## src/rtl/snn_pkg.sv

```systemverilog
package snn_pkg;
  typedef enum logic [3:0] {
    ST_IDLE, ST_HEAD, ST_SYN_W, ST_SYN_G, ST_SYN_ACC,
    ST_NEU_V, ST_NEU_D, ST_NEU_CAP, ST_NEU_WR,
    ST_PL_SCAN, ST_PL_W, ST_PL_D, ST_PL_CAP, ST_PL_WR, ST_DONE
  } ctl_state_t;
endpackage

```

## src/rtl/snn_q_mul.sv

```systemverilog
module snn_q_mul #(
  parameter int W    = 8,
  parameter int FRAC = W - 1
) (
  input  logic signed [W-1:0] a,
  input  logic signed [W-1:0] b,
  output logic signed [W-1:0] y
);
  localparam int PW   = 2 * W;
  localparam int MAXI = 2 ** (W - 1) - 1;
  localparam int MINI = -(2 ** (W - 1));

  logic signed [PW-1:0] prod;
  logic signed [PW-1:0] shr;

  always_comb begin
    prod = PW'(a) * PW'(b);
    shr  = prod >>> FRAC;
    if (int'(shr) > MAXI)      y = W'(MAXI);
    else if (int'(shr) < MINI) y = W'(MINI);
    else                       y = shr[W-1:0];
  end
endmodule

```

## src/rtl/snn_sat_add.sv

```systemverilog
module snn_sat_add #(
  parameter int W = 8
) (
  input  logic signed [W-1:0] a,
  input  logic signed [W-1:0] b,
  output logic signed [W-1:0] y
);
  localparam int MAXI = 2 ** (W - 1) - 1;
  localparam int MINI = -(2 ** (W - 1));

  logic signed [W:0] s;

  always_comb begin
    s = (W+1)'(a) + (W+1)'(b);
    if (int'(s) > MAXI)      y = W'(MAXI);
    else if (int'(s) < MINI) y = W'(MINI);
    else                     y = s[W-1:0];
  end
endmodule

```

## src/rtl/snn_lif_ctrl.sv

```systemverilog
module snn_lif_ctrl
  import snn_pkg::*;
#(
  parameter int N_IN    = 8,
  parameter int N_OUT   = 4,
  parameter int DW      = 8,
  parameter int AW      = 8,
  parameter int THRESH  = 64,
  parameter int V_RESET = 0
) (
  input  logic          clk,
  input  logic          rst,
  input  logic          start,
  input  logic          train_en,
  output logic          done,
  input  logic          in_empty,
  input  logic          in_spike,
  output logic          in_pop,
  input  logic          out_full,
  output logic          out_push,
  output logic          out_spike,
  output logic          mem_rd,
  output logic          mem_wr,
  output logic [AW-1:0] mem_addr,
  output logic [DW-1:0] mem_wdata,
  input  logic [DW-1:0] mem_rdata
);
  localparam int W_BASE  = 0;
  localparam int V_BASE  = N_IN * N_OUT;
  localparam int T_BASE  = V_BASE + N_OUT;
  localparam int T_GAIN  = T_BASE;
  localparam int T_DECAY = T_BASE + 1;
  localparam int T_STEP  = T_BASE + 2;
  localparam int IW      = $clog2(N_IN + 1);
  localparam int JW      = (N_OUT > 1) ? $clog2(N_OUT) : 1;

  ctl_state_t           state;
  logic [IW-1:0]        in_idx, pl_idx, idx_sel;
  logic [JW-1:0]        nj;
  logic [N_IN-1:0]      spk_vec, spk_sh;
  logic signed [DW-1:0] acc [N_OUT];
  logic signed [DW-1:0] w_q, v_q, t_q;
  logic                 train_q;

  logic signed [DW-1:0] syn_prod, acc_sum, leak, v_upd, w_upd;
  logic                 fired, active, last_j;
  logic [AW-1:0]        waddr;

  snn_q_mul   #(.W(DW)) u_syn_mul  (.a(w_q), .b(mem_rdata), .y(syn_prod));
  snn_sat_add #(.W(DW)) u_acc_add  (.a(acc[nj]), .b(syn_prod), .y(acc_sum));
  snn_q_mul   #(.W(DW)) u_leak_mul (.a(v_q), .b(t_q), .y(leak));
  snn_sat_add #(.W(DW)) u_pot_add  (.a(leak), .b(acc[nj]), .y(v_upd));
  snn_sat_add #(.W(DW)) u_wt_add   (.a(w_q), .b(t_q), .y(w_upd));

  always_comb begin
    fired   = int'(v_upd) > THRESH;
    active  = in_spike && (int'(in_idx) < N_IN);
    last_j  = (int'(nj) == N_OUT - 1);
    idx_sel = (state == ST_SYN_W) ? in_idx : pl_idx;
    waddr   = AW'(W_BASE + int'(idx_sel) * N_OUT + int'(nj));
    spk_sh  = spk_vec >> pl_idx;
  end

  // Memory and queue strobes decoded from the state register
  always_comb begin
    mem_rd = 1'b0; mem_wr = 1'b0; mem_addr = '0; mem_wdata = '0;
    in_pop = 1'b0; out_push = 1'b0; out_spike = 1'b0;
    case (state)
      ST_HEAD:    in_pop = !in_empty && !active;
      ST_SYN_W:   begin mem_rd = 1'b1; mem_addr = waddr; end
      ST_SYN_G:   begin mem_rd = 1'b1; mem_addr = AW'(T_GAIN); end
      ST_SYN_ACC: in_pop = last_j;
      ST_NEU_V:   begin mem_rd = 1'b1; mem_addr = AW'(V_BASE + int'(nj)); end
      ST_NEU_D:   begin mem_rd = 1'b1; mem_addr = AW'(T_DECAY); end
      ST_NEU_WR: if (!out_full) begin
        mem_wr    = 1'b1;
        mem_addr  = AW'(V_BASE + int'(nj));
        mem_wdata = fired ? DW'(V_RESET) : v_upd;
        out_push  = 1'b1;
        out_spike = fired;
      end
      ST_PL_W:    begin mem_rd = 1'b1; mem_addr = waddr; end
      ST_PL_D:    begin mem_rd = 1'b1; mem_addr = AW'(T_STEP); end
      ST_PL_WR:   begin mem_wr = 1'b1; mem_addr = waddr; mem_wdata = w_upd; end
      default: ;
    endcase
  end

  assign done = (state == ST_DONE);

  always_ff @(posedge clk) begin
    if (rst) begin
      state   <= ST_IDLE;
      in_idx  <= '0;
      pl_idx  <= '0;
      nj      <= '0;
      spk_vec <= '0;
      w_q     <= '0;
      v_q     <= '0;
      t_q     <= '0;
      train_q <= 1'b0;
      for (int k = 0; k < N_OUT; k++) acc[k] <= '0;
    end else begin
      case (state)
        ST_IDLE: if (start) begin
          train_q <= train_en;
          in_idx  <= '0;
          spk_vec <= '0;
          for (int k = 0; k < N_OUT; k++) acc[k] <= '0;
          state   <= ST_HEAD;
        end
        ST_HEAD: begin
          if (in_empty) begin
            nj    <= '0;
            state <= ST_NEU_V;
          end else if (active) begin
            spk_vec <= spk_vec | (N_IN'(1) << in_idx);
            nj      <= '0;
            state   <= ST_SYN_W;
          end else if (int'(in_idx) != N_IN) begin
            in_idx <= in_idx + 1'b1;
          end
        end
        ST_SYN_W: state <= ST_SYN_G;
        ST_SYN_G: begin w_q <= mem_rdata; state <= ST_SYN_ACC; end
        ST_SYN_ACC: begin
          acc[nj] <= acc_sum;
          if (last_j) begin
            in_idx <= in_idx + 1'b1;
            state  <= ST_HEAD;
          end else begin
            nj    <= nj + 1'b1;
            state <= ST_SYN_W;
          end
        end
        ST_NEU_V:   state <= ST_NEU_D;
        ST_NEU_D:   begin v_q <= mem_rdata; state <= ST_NEU_CAP; end
        ST_NEU_CAP: begin t_q <= mem_rdata; state <= ST_NEU_WR; end
        ST_NEU_WR: if (!out_full) begin
          if (fired && train_q) begin
            pl_idx <= '0;
            state  <= ST_PL_SCAN;
          end else if (last_j) begin
            state <= ST_DONE;
          end else begin
            nj    <= nj + 1'b1;
            state <= ST_NEU_V;
          end
        end
        ST_PL_SCAN: begin
          if (int'(pl_idx) == N_IN) begin
            if (last_j) state <= ST_DONE;
            else begin nj <= nj + 1'b1; state <= ST_NEU_V; end
          end else if (spk_sh[0]) begin
            state <= ST_PL_W;
          end else begin
            pl_idx <= pl_idx + 1'b1;
          end
        end
        ST_PL_W:   state <= ST_PL_D;
        ST_PL_D:   begin w_q <= mem_rdata; state <= ST_PL_CAP; end
        ST_PL_CAP: begin t_q <= mem_rdata; state <= ST_PL_WR; end
        ST_PL_WR:  begin pl_idx <= pl_idx + 1'b1; state <= ST_PL_SCAN; end
        ST_DONE:   state <= ST_IDLE;
        default:   state <= ST_IDLE;
      endcase
    end
  end

  assert_rd_wr_excl_R11: assert property (@(posedge clk) disable iff (rst)
    !(mem_rd && mem_wr));
  assert_pop_nonempty_R2: assert property (@(posedge clk) disable iff (rst)
    in_pop |-> !in_empty);
  assert_push_notfull_R6: assert property (@(posedge clk) disable iff (rst)
    out_push |-> !out_full);
  assert_done_pulse_R9: assert property (@(posedge clk) disable iff (rst)
    done |=> !done);
  assert_no_infer_wt_write_R7: assert property (@(posedge clk) disable iff (rst)
    (mem_wr && int'(mem_addr) < V_BASE) |-> train_q);
endmodule

```

## config.mk

```make
export PLATFORM = sky130hd
export DESIGN_NAME = snn_lif_ctrl
export DESIGN_NICKNAME = d
export VERILOG_FILES = /design/src/rtl/snn_pkg.sv /design/src/rtl/snn_q_mul.sv /design/src/rtl/snn_sat_add.sv /design/src/rtl/snn_lif_ctrl.sv
export SDC_FILE = /design/constraint.sdc
export NUM_CORES = 1
export LEC_CHECK = 0
export ABC_CLOCK_PERIOD_IN_PS = 7550
export BUFFER_PORTS_ARGS = -buffer_cell sky130_fd_sc_hd__buf_2
export CAP_MARGIN = 20
export CORE_MARGIN = 2
export CORE_UTILIZATION = 45
export CTS_CLUSTER_DIAMETER = 150
export DETAILED_ROUTE_END_ITERATION = 7
export GPL_ROUTABILITY_DRIVEN = 0
export GPL_TIMING_DRIVEN = 0
export SYNTH_ARGS = -nofsm -noshare
export SYNTH_HDL_FRONTEND = slang
export SYNTH_SLANG_ARGS = --single-unit
```

## constraint.sdc

```tcl
create_clock -name clk -period 7.55 [get_ports clk]
set_clock_uncertainty 0.1 [all_clocks]
set_input_delay 0.3775 -clock clk [delete_from_list [all_inputs] [get_ports clk]]
set_output_delay 0.3775 -clock clk [all_outputs]
set_load 0.02 [all_outputs]
```

==> impl_metrics.csv, run 1 <==
group,metric,value,unit
floorplanning,die_x,155,microns
timing,period_share,97.0,%
pwr,p_switching,0.00148,W
synthesis,yosys_register_bits,81,
synthesis,yosys.area.top_type,"fa_1",
grt,grt_overflow,0,
pwr,p_int,0.00161,W
hold_path,min_to,"train_q",
synthesis,synth_async_sr_flop_share,0,%
setup_path,reg2reg_depth,23,
grt,grt_pass1_wl,42100,microns
synthesis,syn_area,10300,sq um
synthesis,synth.distinct_cells,82,
pwr,p_leak,5.38,nW
synthesis,synth_seq_area_share,18.9,%
placed_design,port_buffers,34,
placed_design,post-place-ws,-0.688,ns
pwr,ir_worst_vdd,0.000208,V
route,via_per_inst,5.55,
timing,report.final.slew_viol_count,0,
timing,hold_violations,0,
setup_path,worst_ep_arrival_time,6.85,ns
cts,clkSinkCount,81,
setup_path,required,7.07,ns
synthesis,ys.flop_type,"dfxtp_1",
setup_path,r2r_end,"acc[3][0]",
synthesis,synth-edff-count,32,
synthesis,synth_top_area_share,21.3,%
cts,cts_tree,"yes",
synthesis,ys.warnings.count,0,
pwr,total_power,0.00309,W
hold_path,min-delay-path-class,"in -> reg",
pwr,power_frac_seq,19.0,%
setup_path,timing.rr.start,"w_q[0]",
setup_path,cp_top_family,"adder cells",
synthesis,postSynthCellCount,1161,
setup_path,critPathKind,"reg -> out",
cts,cts_buffers,9,
cts,cts.clk_slew.worst_paths,0.06,ns
floorplanning,rows,55,
setup_path,critPathSlowestCell,"fa_1",
hold_path,min_path_cells,3,
route,drcViolationCount,0,
pwr,powerDensity,262,nW/um^2
floorplanning,initial_core_util,45.6,%
route,drt_iter0_markers,568,
timing,rsz0062_at_grt,"yes",
pwr,clock_power_share,15.3,%
synthesis,synth.avg_cell_area,8.83,sq um
floorplanning,die_h,155,microns
cts,insertion_delay,0.35,ns
layout,final_cell_mix,"inv_1 (148), fa_1 (106), nand2_1 (95)",
layout,layout.nets,1445,
synthesis,synth_area_leaders,"fa_1 (21%), ha_1 (10%), dfxtp_1 (9.6%), edfxtp_1 (9.4%), inv_1 (5.5%)",
grt,grt_max_degree,14,
grt,grt_use_met1,30.2,%
grt,use_met2,36.8,%
route,dr.pass1.iters,5,
timing,slew_headroom,47.2,%
layout,n_antenna_cell,0,
hold_path,min_from,"train_en",
grt,antenna_found_initial,0,
layout,syn2layout_area_growth,15.0,%
route,vias,8463,
timing,setup_ws,0.224,ns
timing,max_clock_freq,0.136,GHz
grt,grt_pass1_vias,8234,
cts,root_buffer,"clkbuf_16",
grt,track_usage,21.9,%
job,maxCapViolations,0,
route,ant_nets,0,
setup_path,ff2ff_setup_slack,0.41,ns
cts,cts_hold_buf,0,
pwr,sw_frac_of_total,48.0,%
setup_path,worst-path-max-fanout,7,
setup_path,crit_path_start_kind,"flip-flop",
timing,setup_viol_count_final,0,
timing,layout_min_cycle_time,7.33,ns
layout,layout_commonest_cell,"inv_1",
floorplanning,coreArea,22500,sq um
grt,top_usage_layer,"met2",
cts,max-clock-path-buffers,2,
cts,htreeDepth,3,
setup_path,path_buf_inv,6,
status,status,"completed",
placed_design,place_hpwl,19600,microns
grt,grt_use_met3,2.31,%
route,wl,25300,microns
pwr,combinationalPowerShare,65.6,%
route,wire_per_inst,16.6,microns
floorplanning,die-area,24000,sq um
setup_path,end_kind,"output pin",
timing,worstMarginPinSlew,0.787,ns
setup_path,max_stage_delay,0.53,ns
layout,layout-drive-gt1-share,16.6,%
floorplanning,io_pins,37,
## tightest hold or removal path: cells and delay by family
kind | cells | cell delay (ns)
mux | 1 | 0.06
buf+inv | 1 | 0.09
simple gates | 1 | 0.07
## cell usage after synthesis (all sizes together), types with 11 or more instances
cell / n
a211oi: 14
and2: 79
inv: 151
nor2b: 11
a21o: 15
nor2: 85
a21oi: 86
xnor2: 30
nand3: 21
fa: 109
nor3: 22
ha: 86
mux2i: 13
edfxtp: 32
nand2b: 17
nand4: 12
dfxtp: 49
a31oi: 14
nand2: 98
clkbuf: 21
xor2: 12
buf: 15
o21ai: 41
## per-layer routing
| layer | share of wire (%) | routed length (microns) |
|---|---|---|
| met1 | 45 | 11500 |
| met2 | 48 | 12200 |
| met3 | 4.5 | 1140 |
| met4 | 1.9 | 484 |
| met5 | 0 | 0 |
## cells by family after synthesis
group / synth area share, %
AOI/OAI and AO/OA: 15.0
buffers and inverters: 7.26
muxes: 3.76
other: 0.0366
adders and majority gates: 32.7
and+or+nand+nor: 18.7
xor gates and xnor gates: 3.66
DFF: 18.9
## per-stage QoR
step / area (sq um) / TNS [ns] / hold WS [ns] / util, % / instances
after floorplan: 10300 / 0 / 0.328 / - / 1162
after global placement: 10800 / -14.59 / 0.342 / 47.9 / 1481
after detailed placement: 10800 / -16.49 / 0.356 / 48.0 / 1482
after CTS: 11300 / 0 / 0.195 / 50.2 / 1502
after global routing: 11800 / -0.277 / 0.232 / 52.4 / 1525
final: 11800 / 0 / 0.199 / 52.4 / 1525
## registers in the layout (all words and copies together), names as in the netlist, named ones only
signal,flops
acc,32
pl_idx,4
v_q,8
state,4
nj,2
t_q,8
in_idx,4
train_q,1
w_q,8
spk_vec,8
## power groups by stage
stage / registers, W / logic (W) / clock network (W)
finish: 0.000588 / 0.00203 / 0.000474
global route: 0.000596 / 0.00224 / 0.000496
CTS: 0.000589 / 0.00184 / 0.000480
detailed placement: 0.000599 / 0.00177 / 0
global placement: 0.000597 / 0.00176 / 0
floorplan: 0.000579 / 0.00135 / 0
## how the worst max path moves through the flow
stage / startpoint / endpoint / slack [ns] / cells past startpoint
after floorplan: t_q[3] / mem_wdata[3] / 0.15 / 28
after global placement: t_q[3] / mem_wdata[3] / -0.63 / 29
after detailed placement: t_q[3] / mem_wdata[3] / -0.69 / 29
after CTS: t_q[3] / mem_wdata[4] / 0.01 / 30
after global routing: t_q[3] / mem_wdata[6] / -0.09 / 31
final: t_q[2] / mem_wdata[3] / 0.22 / 26
## layout make-up
class	count	area, sq um
clock buffers	13	275
flip-flops and latches	81	1990
clock inverters	3	46.3
fillers	2112	10700
well taps	285	357
inverters	153	574
plain buffers	30	156
multi-input cells	892	7930
repair buffers	68	458
## what timing repair did
action,in CTS,in global routing
setup endpoints to repair,48,43
pin swaps,5,28
endpoints found under the hold margin,0,0
gates resized for setup,50,75
setup buffers,6,26
Power figures use the tool's default switching activity.
==> run 2: changes to the inputs <==
--- a/config.mk
+++ b/config.mk
@@ -8,7 +8,6 @@
 export ABC_CLOCK_PERIOD_IN_PS = 7550
 export BUFFER_PORTS_ARGS = -buffer_cell sky130_fd_sc_hd__buf_2
 export CAP_MARGIN = 20
-export CORE_MARGIN = 2
 export CORE_UTILIZATION = 45
 export CTS_CLUSTER_DIAMETER = 150
 export DETAILED_ROUTE_END_ITERATION = 7
==> constraint.sdc (replaced) <==
create_clock -name clk -period 7.55 [get_ports clk]
set_clock_uncertainty 0.1 [all_clocks]
set_input_delay 0.3775 -clock clk [delete_from_list [all_inputs] [get_ports clk]]
set_output_delay 0.3775 -clock clk [all_outputs]
set_load 0.05 [all_outputs]
==> impl_metrics.csv, run 2 (same netlist as run 1, synthesis figures left out) <==
group,metric,value,unit
layout,final_area,12100,sq um
route,vias,8638,
floorplanning,io_pins,37,
pwr,ir_worst_vdd,0.000203,V
floorplanning,coreArea,22100,sq um
setup_path,end_kind,"output pin",
placed_design,port_buffers,34,
setup_path,critPathSlowestCell,"fa_1",
cts,max-clock-path-buffers,2,
layout,multiInputGateArea,8050,sq um
floorplanning,die-area,23400,sq um
timing,slew_headroom,40.7,%
pwr,powerDensity,255,nW/um^2
pwr,combinationalPowerShare,66.2,%
layout,postLayoutCoreUtil,54.9,%
route,wire_per_inst,17.0,microns
timing,layout_min_cycle_time,7.34,ns
layout,layout.nets,1476,
layout,n_antenna_cell,0,
pwr,clock_power_share,14.8,%
pwr,sw_frac_of_total,49.0,%
setup_path,crit_path_start_kind,"flip-flop",
grt,grt_pass1_wl,43300,microns
cts,cts_hold_buf,0,
floorplanning,initial_core_util,46.4,%
route,drt_iter0_markers,377,
setup_path,critPathKind,"reg -> out",
layout,largest_reg_flops,32,
cts,htreeDepth,3,
timing,fin_hold_ws,0.215,ns
cts,cts.clk_slew.worst_paths,0.06,ns
timing,tns,0,ns
hold_path,min-delay-path-class,"in -> reg",
timing,setup_viol_count_final,0,
cts,root_buffer,"clkbuf_16",
setup_path,worst_ep_arrival_time,6.87,ns
hold_path,min_path_cells,3,
route,via_per_inst,5.57,
floorplanning,die_h,153,microns
cts,insertion_delay,0.35,ns
job,maxCapViolations,0,
floorplanning,rows,54,
grt,grt_use_met1,31.4,%
grt,grt_overflow,0,
timing,rsz0062_at_grt,"yes",
grt,grt_use_met3,2.98,%
cts,cts_buffers,9,
grt,antenna_found_initial,0,
route,wl,26400,microns
grt,track_usage,23.3,%
route,ant_nets,0,
layout,largest_register,"acc",
cts,cts_tree,"yes",
layout,final_cell_mix,"inv_1 (140), fa_1 (106), nand2_1 (94)",
grt,top_usage_layer,"met2",
timing,hold_violations,0,
layout,fillCellCount,2000,
layout,layout_commonest_cell,"inv_1",
setup_path,worst-path-max-fanout,7,
layout,syn2layout_area_growth,18.3,%
pwr,power_frac_seq,19.0,%
grt,use_met2,38.5,%
timing,report.final.slew_viol_count,0,
placed_design,place_area,10800,sq um
timing,period_share,97.3,%
cts,clkSinkCount,81,
pwr,p_switching,0.00151,W
timing,max_clock_freq,0.136,GHz
setup_path,required,7.07,ns
pwr,p_int,0.00157,W
pwr,p_leak,5.61,nW
layout,regArea,2010,sq um
timing,worstMarginPinSlew,0.883,ns
layout,layout-drive-gt1-share,20.5,%
setup_path,crit_path_frequent_cell,"fa_1",
route,drcViolationCount,0,
setup_path,max_stage_delay,0.55,ns
placed_design,place_hpwl,19800,microns
grt,grt_pass1_vias,8534,
route,dr.pass1.iters,5,
pwr,total_power,0.00309,W
floorplanning,die_x,153,microns
grt,grt_max_degree,15,
status,status,"completed",
setup_path,reg2reg_depth,23,
==> run 2: worst paths after layout <==
check | start | to | slack (ns)
setup / recovery | v_q[7] | mem_wdata[4] | 0.21
hold / removal | train_en | train_q | 0.21
hold reg to reg | spk_vec[4] | spk_vec[4] | 0.37
setup reg to reg | w_q[1] | acc[2][1] | 0.30
==> run 2: critical path: cells and delay by family, from the launching register on <==
family	cells	cell delay [ns]
AOI/OAI and AO/OA	9	1.58
adders and majority gates	7	2.92
buffers and inverters	7	0.62
DFF	1	0.37
and+or+nand+nor	6	1.07
==> run 2: power by group through the flow <==
| stage | sequential [W] | combinational (W) | clock, W |
|---|---|---|---|
| finish | 0.000588 | 0.00204 | 0.000457 |
| global route | 0.000596 | 0.00224 | 0.000479 |
| detailed placement | 0.000602 | 0.00179 | 0 |
| CTS | 0.000592 | 0.00189 | 0.000464 |
| floorplan | 0.000579 | 0.00139 | 0 |
| global placement | 0.000597 | 0.00179 | 0 |
==> run 2: metrics by stage <==
stage          setup WS, ns  std cells
4_1_cts            -0.00153       1505
2_1_floorplan        0.0130       1162
3_5_place_dp         -0.786       1476
6_report              0.207       1551
3_3_place_gp         -0.731       1476
5_1_grt              -0.200       1551
==> run 2: per-layer routing <==
layer | share of wire (%) | vias to the layer above
met1 | 45 | 4242
met2 | 47 | 203
met4 | 2.6 | 0
li1 | - | 4157
met5 | 0 | -
met3 | 4.8 | 36
==> run 2: cell type report <==
cell class,instances,area share [%]
buffer,30,1.32
sequential,81,16.5
clock buffer,12,2.12
multi-input combinational,892,66.3
tap,280,2.89
inverter,153,4.73
clock inverter,4,0.423
timing repair buffer,99,5.63
==> run 2: what timing repair did <==
action	in CTS	in global routing
resized for setup	74	94
buffers inserted	16	49
setup endpoints to repair	49	38
pin swaps	14	55
==> run 3: changes to the inputs <==
--- a/config.mk
+++ b/config.mk
@@ -15,4 +15,5 @@
 export GPL_TIMING_DRIVEN = 0
 export SYNTH_ARGS = -nofsm -noshare
 export SYNTH_HDL_FRONTEND = slang
+export SYNTH_HIERARCHICAL = 1
 export SYNTH_SLANG_ARGS = --single-unit
==> impl_metrics.csv, run 3 <==
group,metric,value,unit
floorplanning,coreArea,23500,sq um
floorplanning,die_x,157,microns
timing,period_share,101,%
synthesis,ys.flop_type,"dfxtp_1",
layout,syn2layout_area_growth,18.2,%
status,violations,"setup timing",
grt,track_usage,23.9,%
timing,setup_ws,-0.105,ns
synthesis,postSynthCellCount,1188,
placed_design,post-place-ws,-0.896,ns
pwr,p_leak,5.56,nW
cts,cts_tree,"yes",
synthesis,synth.avg_cell_area,9.09,sq um
setup_path,ff2ff_setup_slack,-0.02,ns
job,maxCapViolations,0,
hold_path,min_to,"train_q",
floorplanning,die_h,157,microns
route,via_per_inst,5.46,
grt,grt_use_met3,3.58,%
synthesis,ys.warnings.count,6,
synthesis,yosys.area_share.simple,21.2,%
timing,setup_viol_count_final,4,
route,ant_nets,0,
setup_path,reg2reg_depth,28,
cts,max-clock-path-buffers,2,
synthesis,synth-edff-count,32,
cts,insertion_delay,0.35,ns
setup_path,end_kind,"output pin",
pwr,total_power,0.00243,W
setup_path,critPathKind,"reg -> out",
synthesis,synth_async_sr_flop_share,0,%
grt,grt_pass1_vias,8820,
status,status,"finished with violations",
setup_path,worst_ep_arrival_time,7.18,ns
grt,top_usage_layer,"met2",
timing,tns,-0.269,ns
floorplanning,die-area,24600,sq um
cts,cts.clk_slew.worst_paths,0.07,ns
layout,largest_reg_flops,32,
cts,root_buffer,"clkbuf_16",
grt,use_met2,40.3,%
synthesis,synth_area_leaders,"fa_1 (20%), ha_1 (10%), dfxtp_1 (9.1%), edfxtp_1 (8.9%), and2_1 (6.5%)",
grt,grt_max_degree,18,
timing,rsz0062_at_grt,"yes",
layout,layout.nets,1499,
route,drcViolationCount,0,
synthesis,synthXorXnorAreaFrac,3.79,%
grt,grt_pass1_wl,45400,microns
synthesis,syn_area,10800,sq um
hold_path,min-delay-path-class,"in -> reg",
route,vias,8808,
timing,report.final.slew_viol_count,0,
route,wire_per_inst,17.1,microns
placed_design,place_area,11400,sq um
layout,fillCellCount,2198,
timing,max_clock_freq,0.131,GHz
setup_path,crit_path_start_kind,"flip-flop",
layout,largest_register,"acc",
layout,final_cell_mix,"inv_1 (150), and2_1 (106), fa_1 (106)",
synthesis,synthAdderAreaFrac,32.4,%
timing,fin_hold_ws,0.206,ns
cts,cts_hold_buf,0,
placed_design,port_buffers,33,
pwr,powerDensity,191,nW/um^2
floorplanning,io_pins,37,
floorplanning,initial_core_util,46.0,%
setup_path,timing.rr.start,"v_q[7]",
synthesis,synth_top_area_share,20.2,%
layout,final_area,12800,sq um
hold_path,min_from,"train_en",
synthesis,muxShareOfSynthArea,3.27,%
placed_design,place_hpwl,20200,microns
synthesis,yosysMostFrequentCell,"inv_1",
synthesis,yosys-top-cells-count,"inv_1 (159), and2_1 (113), fa_1 (109)",
synthesis,synth_seq_area_share,18.0,%
layout,layout_commonest_cell,"inv_1",
grt,antenna_found_initial,0,
hold_path,min_path_cells,3,
grt,grt_overflow,0,
setup_path,worst-path-max-fanout,8,
route,drt_iter0_markers,497,
synthesis,yosys_register_bits,81,
cts,clkSinkCount,81,
cts,cts_buffers,9,
timing,layout_min_cycle_time,7.66,ns
synthesis,synth-compound-area-share,14.5,%
route,dr.pass1.iters,6,
floorplanning,rows,56,
timing,worstMarginPinSlew,0.780,ns
synthesis,yosys.area.top_type,"fa_1",
synthesis,synth.distinct_cells,99,
synthesis,synth_top_family_by_area,"adder cells",
setup_path,required,7.07,ns
layout,n_antenna_cell,0,
timing,slew_headroom,47.4,%
cts,htreeDepth,3,
grt,grt_use_met1,31.7,%
pwr,ir_worst_vdd,0.000135,V
route,wl,27500,microns
setup_path,r2r_end,"pl_idx[2]",
layout,layout-drive-gt1-share,22.8,%
timing,hold_violations,0,
run 3: metrics by stage:
stage          instances  utilization, %
2_1_floorplan       1189               -
3_3_place_gp        1541            48.4
3_5_place_dp        1542            48.4
4_1_cts             1594            52.6
5_1_grt             1613            54.4
6_report            1613            54.4
run 3: worst max-delay path, cell delays in order, from the launching register on:
cell and delay [ns]:
dfxtp_4 0.38, and2_4 0.16, fa_1 0.50, inv_1 0.05, fa_1 0.49, inv_2 0.04, fa_1 0.55, inv_2 0.04
fa_1 0.50, inv_2 0.05, ha_4 0.28, nand4b_1 0.15, o211ai_4 0.37, nand4_4 0.19, a21boi_4 0.24, buf_4 0.17
nor2_1 0.05, xnor2_1 0.14, ha_2 0.43, nor2b_4 0.06, a221o_1 0.36, a211o_4 0.36, maj3_2 0.35, nor2_4 0.17
nand3_4 0.10, a21oi_4 0.19, a22o_1 0.26, buf_6 0.19
run 3: logic make-up (layout without fill, tap and decap cells):
group,Yosys count,count (layout)
other,1,2
adders and majority gates,216,216
and+or+nand+nor,421,421
xor gates and xnor gates,45,45
DFF,81,81
buffers and inverters,191,296
AOI/OAI and AO/OA,208,208
muxes,25,25
run 3: power by group:
part / switching [W] / total [W] / internal [W]
clock network: 0.000213 / 0.000445 / 0.000232
logic: 0.000875 / 0.00145 / 0.000571
registers: 0.0000350 / 0.000544 / 0.000509
run 3: final cells by class:
type / count / area (sq um) / share of cell area [%]
inverter: 162 / 608 / 4.77
clock buffer: 9 / 225 / 1.77
tap: 319 / 399 / 3.13
multi-input combinational: 917 / 8670 / 68.0
sequential: 81 / 2000 / 15.7
timing repair buffer: 89 / 649 / 5.09
buffer: 29 / 134 / 1.05
clock inverter: 7 / 68.8 / 0.539
run 3: worst max path at each step:
stage | start | end
2_1_floorplan | t_q[2] | pl_idx[2]
3_3_place_gp | t_q[2] | pl_idx[2]
3_5_place_dp | t_q[7] | pl_idx[2]
4_1_cts | v_q[5] | mem_wdata[6]
5_1_grt | v_q[7] | mem_wdata[3]
6_report | v_q[7] | mem_wdata[3]
run 3: repair_timing:
item,4_1_cts,5_1_grt
setup buffers,35,19
gates cloned,1,0
pin swaps,46,60
endpoints found under the setup margin,21,45
resized for setup,108,61
run 3: routing by layer:
layer	wire length, microns	up-vias
met4	692	0
li1	-	4216
met5	0	-
met1	12400	4333
met3	1280	45
met2	13100	214
